===== config.mk =====
export PLATFORM = sky130hd
export DESIGN_NAME = tick_timer_bank
export DESIGN_NICKNAME = d
export VERILOG_FILES = /design/src/rtl/tmr_pkg.sv /design/src/rtl/tmr_prescaler.sv /design/src/rtl/tmr_channel.sv /design/src/rtl/tick_timer_bank.sv
export SDC_FILE = /design/constraint.sdc
export NUM_CORES = 1
export LEC_CHECK = 0
export BUFFER_PORTS_ARGS = -buffer_cell sky130_fd_sc_hd__buf_2
export CORE_AREA = 10 10 161 148
export CTS_BUF_LIST = sky130_fd_sc_hd__clkbuf_8 sky130_fd_sc_hd__clkbuf_16
export DETAILED_ROUTE_END_ITERATION = 12
export DIE_AREA = 0 0 171 158
export GPL_TIMING_DRIVEN = 0
export PLACE_DENSITY = 0.73
export SKIP_CTS_REPAIR_TIMING = 1
export SYNTH_ARGS = -nofsm -noshare
export SYNTH_HDL_FRONTEND = slang
export SYNTH_SLANG_ARGS = --single-unit

===== constraint.sdc =====
create_clock -name clk -period 2.97 [get_ports clk]
set_input_delay 0.594 -clock clk [delete_from_list [all_inputs] [get_ports clk]]
set_output_delay 0.594 -clock clk [all_outputs]
set_load 0.01 [all_outputs]

===== src/rtl/tmr_pkg.sv =====
package tmr_pkg;
  // control word bit positions
  localparam int CTL_EN = 0;
  localparam int CTL_RS = 1;
  localparam int CTL_LD = 2;
  localparam int CTL_IE = 3;
  localparam int CTL_IP = 4;

  // fixed register offsets
  localparam int OFF_PRE_VAL = 'h00;
  localparam int OFF_PRE_RLD = 'h04;
  localparam int OFF_CFG     = 'h08;
  localparam int CFG_SEP_BIT = 8;

  typedef struct packed {
    logic ip;
    logic ie;
    logic rs;
    logic en;
  } ch_ctl_t;
endpackage


===== src/rtl/tmr_prescaler.sv =====
module tmr_prescaler #(
  parameter int PRE_W = 8
) (
  input  logic             clk,
  input  logic             rst,
  input  logic [PRE_W-1:0] rld_i,
  output logic [PRE_W-1:0] cnt_o,
  output logic             tick_o
);
  logic [PRE_W-1:0] cnt_q;

  assign tick_o = (cnt_q == '0);
  assign cnt_o  = cnt_q;

  always_ff @(posedge clk) begin
    if (rst) cnt_q <= '0;
    else if (tick_o) cnt_q <= rld_i;
    else cnt_q <= cnt_q - 1'b1;
  end
endmodule


===== src/rtl/tmr_channel.sv =====
module tmr_channel
  import tmr_pkg::*;
#(
  parameter int CNT_W = 16
) (
  input  logic             clk,
  input  logic             rst,
  input  logic             tick_i,
  input  logic             wr_cnt_i,
  input  logic             wr_rld_i,
  input  logic             wr_ctl_i,
  input  logic [CNT_W-1:0] wval_i,
  input  logic [4:0]       wctl_i,
  output logic [CNT_W-1:0] cnt_o,
  output logic [CNT_W-1:0] rld_o,
  output ch_ctl_t          ctl_o,
  output logic             irq_o
);
  logic [CNT_W-1:0] cnt_q, rld_q;
  ch_ctl_t          ctl_q;
  logic             step, at_zero, set_ip, clr_ip;

  assign step    = ctl_q.en & tick_i;
  assign at_zero = (cnt_q == '0);
  assign set_ip  = step & at_zero & ctl_q.ie;
  assign clr_ip  = wr_ctl_i & wctl_i[CTL_IP];

  always_ff @(posedge clk) begin
    if (rst) begin
      cnt_q <= '0;
      rld_q <= '0;
      ctl_q <= '0;
    end else begin
      // counting; bus writes below take precedence
      if (step) begin
        if (!at_zero) cnt_q <= cnt_q - 1'b1;
        else if (ctl_q.rs) cnt_q <= rld_q;
        else ctl_q.en <= 1'b0;
      end
      if (wr_rld_i) rld_q <= wval_i;
      if (wr_cnt_i) cnt_q <= wval_i;
      if (wr_ctl_i) begin
        ctl_q.en <= wctl_i[CTL_EN];
        ctl_q.rs <= wctl_i[CTL_RS];
        ctl_q.ie <= wctl_i[CTL_IE];
        if (wctl_i[CTL_LD]) cnt_q <= rld_q;
      end
      ctl_q.ip <= set_ip | (ctl_q.ip & ~clr_ip);
    end
  end

  assign cnt_o = cnt_q;
  assign rld_o = rld_q;
  assign ctl_o = ctl_q;
  assign irq_o = ctl_q.ip & ctl_q.ie;
endmodule


===== src/rtl/tick_timer_bank.sv =====
module tick_timer_bank
  import tmr_pkg::*;
#(
  parameter int NUM_CH  = 4,
  parameter int CNT_W   = 16,
  parameter int PRE_W   = 8,
  parameter int ADDR_W  = 8,
  parameter bit SEP_IRQ = 1'b1
) (
  input  logic              clk,
  input  logic              rst,
  input  logic              psel,
  input  logic              penable,
  input  logic              pwrite,
  input  logic [ADDR_W-1:0] paddr,
  input  logic [31:0]       pwdata,
  output logic [31:0]       prdata,
  output logic [(SEP_IRQ ? NUM_CH : 1)-1:0] irq_o
);
  localparam int SLOT_W = ADDR_W - 4;

  logic                          bus_wr;
  logic                          pre_tick;
  logic [PRE_W-1:0]              pre_cnt, pre_rld_q;
  logic [NUM_CH-1:0][CNT_W-1:0]  cnt_all, rld_all;
  logic [NUM_CH-1:0]             en_all, rs_all, ie_all, pend_all, ch_irq;

  assign bus_wr = psel & penable & pwrite & (paddr[1:0] == 2'b00);

  always_ff @(posedge clk) begin
    if (rst) pre_rld_q <= '0;
    else if (bus_wr && paddr == ADDR_W'(OFF_PRE_RLD)) pre_rld_q <= pwdata[PRE_W-1:0];
  end

  tmr_prescaler #(.PRE_W(PRE_W)) u_pre (
    .clk(clk), .rst(rst), .rld_i(pre_rld_q), .cnt_o(pre_cnt), .tick_o(pre_tick)
  );

  for (genvar g = 0; g < NUM_CH; g++) begin : g_ch
    logic    slot_hit;
    ch_ctl_t ctl;
    assign slot_hit = bus_wr && (paddr[ADDR_W-1:4] == SLOT_W'(g + 1));
    tmr_channel #(.CNT_W(CNT_W)) u_ch (
      .clk      (clk),
      .rst      (rst),
      .tick_i   (pre_tick),
      .wr_cnt_i (slot_hit && paddr[3:2] == 2'd0),
      .wr_rld_i (slot_hit && paddr[3:2] == 2'd1),
      .wr_ctl_i (slot_hit && paddr[3:2] == 2'd2),
      .wval_i   (pwdata[CNT_W-1:0]),
      .wctl_i   (pwdata[4:0]),
      .cnt_o    (cnt_all[g]),
      .rld_o    (rld_all[g]),
      .ctl_o    (ctl),
      .irq_o    (ch_irq[g])
    );
    assign en_all[g]   = ctl.en;
    assign rs_all[g]   = ctl.rs;
    assign ie_all[g]   = ctl.ie;
    assign pend_all[g] = ctl.ip;
  end

  if (SEP_IRQ) begin : g_sep
    assign irq_o = ch_irq;
  end else begin : g_shr
    assign irq_o = |ch_irq;
  end

  always_comb begin
    prdata = '0;
    if (paddr[1:0] == 2'b00) begin
      if (paddr == ADDR_W'(OFF_PRE_VAL)) prdata = 32'(pre_cnt);
      if (paddr == ADDR_W'(OFF_PRE_RLD)) prdata = 32'(pre_rld_q);
      if (paddr == ADDR_W'(OFF_CFG)) begin
        prdata[3:0]         = 4'(NUM_CH);
        prdata[CFG_SEP_BIT] = SEP_IRQ;
      end
      for (int i = 0; i < NUM_CH; i++) begin
        if (paddr[ADDR_W-1:4] == SLOT_W'(i + 1)) begin
          case (paddr[3:2])
            2'd0:    prdata = 32'(cnt_all[i]);
            2'd1:    prdata = 32'(rld_all[i]);
            2'd2:    prdata = 32'({pend_all[i], ie_all[i], 1'b0, rs_all[i], en_all[i]});
            default: prdata = '0;
          endcase
        end
      end
    end
  end
endmodule


Word level (Yosys, flattened, before mapping)
Index checks and enable logic that the tools add are counted.
{"block": "word_totals", "regBits": 160, "word_cells": 169}
{"block": "op_classes", "n_addsub": 5, "eq_ne": 12, "bitwise_logic": 35, "n_reduce_logical": 37, "muxes": 54}
{"operator": "two-way mux 16 bit", "n": 24}
{"operator": "two-way mux 32 bit", "n": 6}
{"operator": "case mux 16 bit (3 select lines)", "n": 4}
{"operator": "zero test 16 bit", "n": 4}
{"operator": "subtractor 16 x 1 -> 16 bit, second input constant", "n": 4}
{"operator": "bitwise AND 1 bit", "n": 27}
{"operator": "logical AND 1 bit", "n": 17}
{"operator": "two-way mux 1 bit", "n": 17}
{"operator": "zero test 8 bit", "n": 2}
{"operator": "two-way mux 8 bit", "n": 2}
{"operator": "nonzero test 2 bit", "n": 8}
{"operator": "AND reduction 3 bit", "n": 4}
{"operator": "equality test 4 x 2 -> 1 bit, second input constant", "n": 2}
{"operator": "equality test 8 x 3 -> 1 bit, second input constant", "n": 1}
{"operator": "equality test 8 x 4 -> 1 bit, second input constant", "n": 1}
{"operator": "inequality test 2 x 1 -> 1 bit, second input constant", "n": 4}
{"operator": "subtractor 8 x 1 -> 8 bit, second input constant", "n": 1}
{"operator": "equality test 4 x 1 -> 1 bit, second input constant", "n": 1}
{"operator": "equality test 4 x 3 -> 1 bit, second input constant", "n": 1}
{"operator": "zero test 2 bit", "n": 2}
{"operator": "two-way mux 4 bit", "n": 1}
{"operator": "NOT 1 bit", "n": 4}
{"operator": "bitwise OR 1 bit", "n": 4}
{"operator": "equality test 2 x 1 -> 1 bit, second input constant", "n": 1}
{"operator": "equality test 2 bit, second input constant", "n": 1}

Longest topological paths before layout
{"block": "depth", "ltp_word": 9, "ltp_mapped": 10}

Modules after synthesis
Synthesis repeated with hierarchy kept, for this count alone.
{"block": "unflattened", "hier_cells": 1446, "hier_area_um2": 11330.9}
{"module": "tmr_channel", "cells_per_inst": 279, "n_inst": 4, "area_each_um2": 2188.3}
{"module": "tick_timer_bank", "cells_per_inst": 284, "n_inst": 1, "area_each_um2": 2113.3}
{"module": "tmr_prescaler", "cells_per_inst": 46, "n_inst": 1, "area_each_um2": 464.2}

Worst setup path before layout
No wires, ideal clock.
{"block": "synth_path", "path_kind": "input-to-output", "start": "input paddr[2]", "end": "output prdata[0]", "stages": 7, "arrival_time_ps": 2257, "path_slack_ps": 119, "n_path_buf": 3, "path_cell_list": "clkbuf_1 -> buf_1 -> clkbuf_1 -> mux2i_1 -> o211ai_1 -> o211ai_1 -> a21oi_1"}
{"block": "synth_via", "elab_chain_cells": 9}
{"item": "from (decl)", "line_no": "tick_timer_bank.sv:15", "source": "input logic [ADDR_W-1:0] paddr,"}
{"item": "zero test 8 bit", "line_no": "tick_timer_bank.sv:72", "source": "if (paddr == ADDR_W'(OFF_PRE_VAL)) prdata = 32'(pre_cnt);"}
{"item": "two-way mux 8 bit", "line_no": "tick_timer_bank.sv:72"}
{"item": "two-way mux 32 bit", "line_no": "tick_timer_bank.sv:73", "source": "if (paddr == ADDR_W'(OFF_PRE_RLD)) prdata = 32'(pre_rld_q);"}
{"item": "two-way mux 4 bit", "line_no": "tick_timer_bank.sv:74", "source": "if (paddr == ADDR_W'(OFF_CFG)) begin"}
{"item": "two-way mux 32 bit (3 in a row)", "line_no": "tick_timer_bank.sv:79", "source": "if (paddr[ADDR_W-1:4] == SLOT_W'(i + 1)) begin"}
{"item": "two-way mux 32 bit (*)", "line_no": "tick_timer_bank.sv:79"}
{"item": "two-way mux 32 bit (*)", "line_no": "tick_timer_bank.sv:71", "source": "if (paddr[1:0] == 2'b00) begin"}
{"item": "to (decl)", "line_no": "tick_timer_bank.sv:17", "source": "output logic [31:0] prdata,"}
Mark *: on every way between the ends. The rest lies on a longest branch, timed or not.

Worst setup path after layout
{"block": "layout_path", "start": "input paddr[5]", "end": "output prdata[5]"}
{"block": "layout_via", "elab_chain_cells": 8}
{"item": "zero test 8 bit", "line_no": "tick_timer_bank.sv:72"}
{"item": "two-way mux 8 bit", "line_no": "tick_timer_bank.sv:72"}
{"item": "two-way mux 32 bit", "line_no": "tick_timer_bank.sv:73"}
{"item": "two-way mux 32 bit (3 in a row)", "line_no": "tick_timer_bank.sv:79"}
{"item": "two-way mux 32 bit (*)", "line_no": "tick_timer_bank.sv:79"}
{"item": "two-way mux 32 bit (*)", "line_no": "tick_timer_bank.sv:71"}
Marks and branches as above.

==> summary.md <==
| Metric | Value |
|---|---|
| RR Startpoint | `u_pre.cnt_o[0]` |
| Nets@finish | `1,642` |
| Cell Rows | `50` |
| Final period util | `1.01` |
| Die ar. | `27,000 um2` |
| Most area-consuming cells after synthesis | `dfxtp_1, a21oi_1, nand2_1` |
| Outcome | `finished, violations left` |
| Leakage power | `4.39 nW` |
| Crit path capture type | `output port` |
| Syn_area_per_cell | `7.34 um2` |
| CTS Buffer Depth | `2` |
| Sequential-to-total area share from yosys stat | `0.289` |
| Async set or reset register ratio after synthesis | `0` |
| Post-Route WL | `52.8 mm` |
| Hold Path Cell Cnt | `2` |
| R2r endpoint | `g_ch[2].u_ch.cnt_o[2]` |
| H-tree Lvls | `4` |
| Register bit total from synthesis | `160` |
| Synth Instances | `1,513` |
| Total number of vias | `13,500` |
| Initial Utilization | `0.541` |
| Area growth from synthesis to layout | `15.8%` |
| TritonCTS clock tree | `built` |
| Final setup viols | `7` |
| FF-to-FF setup slack | `0.01 ns` |
| Yosys cell types | `83` |
| Io pins | `81` |
| Dominant cell type by area after synthesis | `dfxtp_1` |
| Setup crit start kind | `primary input` |
| HPWL after detailed placement | `37.4 mm` |
| Largest net degree at the start of global routing | `17` |
| Cell area after synthesis | `11,100 um2` |
| Fill cells | `1,959` |
| Post-synth EDFFs | `0` |
| Crit path required time | `2.38 ns` |
| Detailed Routing Iterations Pass 1 | `8` |
| CP top delay family | `simple AND/OR/NAND/NOR gates` |
| Worst r2r path cells | `9` |
| RSZ-0062 raised after global routing | `true` |
| Clock sinks | `160` |
| Crit path buffers/inverters | `2` |
| Final ANT Viol Nets | `0` |
| Gpl congestion | `1.09` |
| GRT overflow | `0` |
| Clock Latency Late Sink | `0.45 ns` |
| Hold_sp | `g_ch[0].u_ch.ctl_o[3]` |
| Failing checks | `negative setup slack` |
| Core ar. | `20,500 um2` |
| Crit-path max FO | `7` |
| Worst-Margin Slew | `1.18 ns` |
| Total negative slack | `-0.0795 ns` |
| Final worst slack | `-0.0245 ns` |
| Final Max Slew Viols | `0` |
| Clk_skew | `0.0146 ns` |
| Max incr delay on CP | `0.56 ns` |
| Initial antenna violation count | `1` |
| Initial DRC count | `2,343` |
| Layout cells sized above 1 | `0.150` |
| Die extent in x | `171 um` |
| Primary FF master, synth | `dfxtp_1` |
| Final hold vios | `0` |
| First-pass GRT wire length | `78.2 mm` |
| Hold Crit Class | `reg -> reg` |
| PD cells | `435 nW/um2` |
| Ys Warns | `0` |
| DR WL/cell | `28.4 um` |
| Clk root buf | `clkbuf_16` |
| Vias/cell | `7.25` |
| Grt met2 use | `0.552` |
| Slew headroom | `0.205` |
| Arr. time, crit path | `2.40 ns` |
| Met3 usage | `0.119` |
| Reg clk slew, reported paths | `0.06 ns` |
| Share of the synthesized area in the top cell type | `0.289` |
| Worst setup path class | `in -> out` |
| Gr usage total | `0.382` |
| Die height | `158 um` |
| CTS buffer count | `17` |
| IO Port Bufs | `33` |
| Fmax | `334 MHz` |
| Busiest grt layer | `met2` |
| Post-route DRC | `0` |
| Max Cap Violations | `0` |
| Crit-path cells | `buf_8 > or4_4 > or3_4 > o32a_1 > a31oi_2 > buf_2` |
| WHS | `0.489 ns` |
| Final Critical Period | `2.99 ns` |
| Number of global-route vias before repair | `12,100` |
| Worst Hold End | `g_ch[0].u_ch.ctl_o[3]` |
| Met1 Use GR | `0.498` |
| Peak supply drop | `0.325 mV` |
| Crit-path slowest cell | `or4_4` |
[cells by family (layout without fill, tap and decap cells)]
| family | after synthesis | count (layout) | synth area share |
|---|---|---|---|
| flip-flops | 160 | 160 | 0.289 |
| XOR/XNOR | 2 | 2 | 0.00158 |
| AO/OA/AOI/OAI | 513 | 513 | 0.295 |
| multiplexers | 98 | 98 | 0.0911 |
| adder cells (fa/ha/maj) | 9 | 9 | 0.0101 |
| buffers and inverters | 165 | 237 | 0.0654 |
| AND/OR/NAND/NOR | 565 | 565 | 0.248 |
| other | 1 | 18 | 0.000338 |
[metrics by stage]
step	util	area [um2]	worst slack, ns	instances	total power [mW]
after floorplan	-	11200	0.119	1528	2.77
after detailed placement	0.568	11600	-1.21	1821	3.10
final	0.627	12900	-0.0245	1862	5.59
after global routing	0.626	12900	-0.0327	1860	5.68
after global placement	0.568	11600	-1.23	1821	3.09
after CTS	0.597	12300	-1.22	1852	5.39
[power breakdown]
part / switching, mW / total (mW) / leakage [nW] / internal, mW
logic: 0.701 / 1.00 / 2.79 / 0.302
registers: 0.0579 / 2.25 / 1.29 / 2.19
clock network: 0.963 / 2.34 / 0.305 / 1.38
total: 1.72 / 5.59 / 4.39 / 3.87
[synth_stat cells, drive strengths merged, types with 5 or more instances]
library cell,count
nand2,223
a21oi,171
dfxtp,160
nor2,123
o21ai,96
clkbuf,94
mux2i,83
buf,46
nor3,46
a31oi,28
nand3,28
o22ai,27
inv,25
o221ai,25
or3,24
a22oi,22
nand4,21
a211oi,19
a32oi,18
nor4,17
mux2,14
or4,14
o211ai,13
and3,12
o31ai,11
or2,10
ha,9
a21o,8
nand2b,8
o41ai,8
o21bai,7
a221oi,6
a2bb2oi,6
nor2b,6
nor4b,6
and2,5
o21a,5
o311ai,5
o31a,5
[sequential cells by signal (all words and copies together) (netlist names)]
name,flops
pre_rld_q,8
g_ch.u_ch.ctl_o,16
g_ch.u_ch.rld_o,64
u_pre.cnt_o,8
g_ch.u_ch.cnt_o,64
[cell usage in the layout (no fill, tap or decap), types with 24 or more instances in the layout]
cell type	n
inv_1	27
nand3_1	28
nand2_1	223
nor2_1	114
mux2i_1	64
o22ai_1	25
clkbuf_1	70
nor3_1	41
buf_4	36
buf_2	45
o21ai_0	91
a31oi_1	25
a21oi_1	168
dfxtp_1	160
o221ai_1	24
[layer usage]
metal  part of all wire  routed length [um]  up-vias
li1                   -                   -     5780
met1               0.37               19800     6273
met2               0.41               21800     1188
met3               0.15                7740      263
met4              0.066                3510        0
met5                  0                   0        -
[cell type report]
class | instances | area, um2 | share of cell area
diodes | 2 | 5.00 | 0.000389
plain buffers | 137 | 738 | 0.0574
clock buffers | 20 | 467 | 0.0363
clock inverters | 11 | 138 | 0.0107
inverters | 25 | 93.8 | 0.00730
multi-input cells | 1203 | 7620 | 0.592
flip-flops and latches | 160 | 3200 | 0.249
well taps | 260 | 325 | 0.0253
repair buffers | 44 | 270 | 0.0210
[worst max path at each step]
stage	end	slack (ns)	start	cells after the start
after floorplan	prdata[0]	0.12	paddr[2]	7
after global placement	prdata[7]	-1.23	paddr[2]	8
after detailed placement	prdata[7]	-1.21	paddr[2]	8
after CTS	prdata[7]	-1.22	paddr[2]	8
after global routing	prdata[5]	-0.03	paddr[5]	6
final	prdata[5]	-0.02	paddr[5]	6
[worst reg2reg max path, stage by stage (launching register included)]
cell       delay, ns
dfxtp_1         0.35
inv_1           0.07
ha_1            0.22
or4b_1          0.44
clkbuf_1        0.20
nor3_1          0.98
and4b_1         0.29
o21ai_0         0.08
o2111ai_1       0.08
a211oi_1        0.09
(Power assumes the default switching activity.)
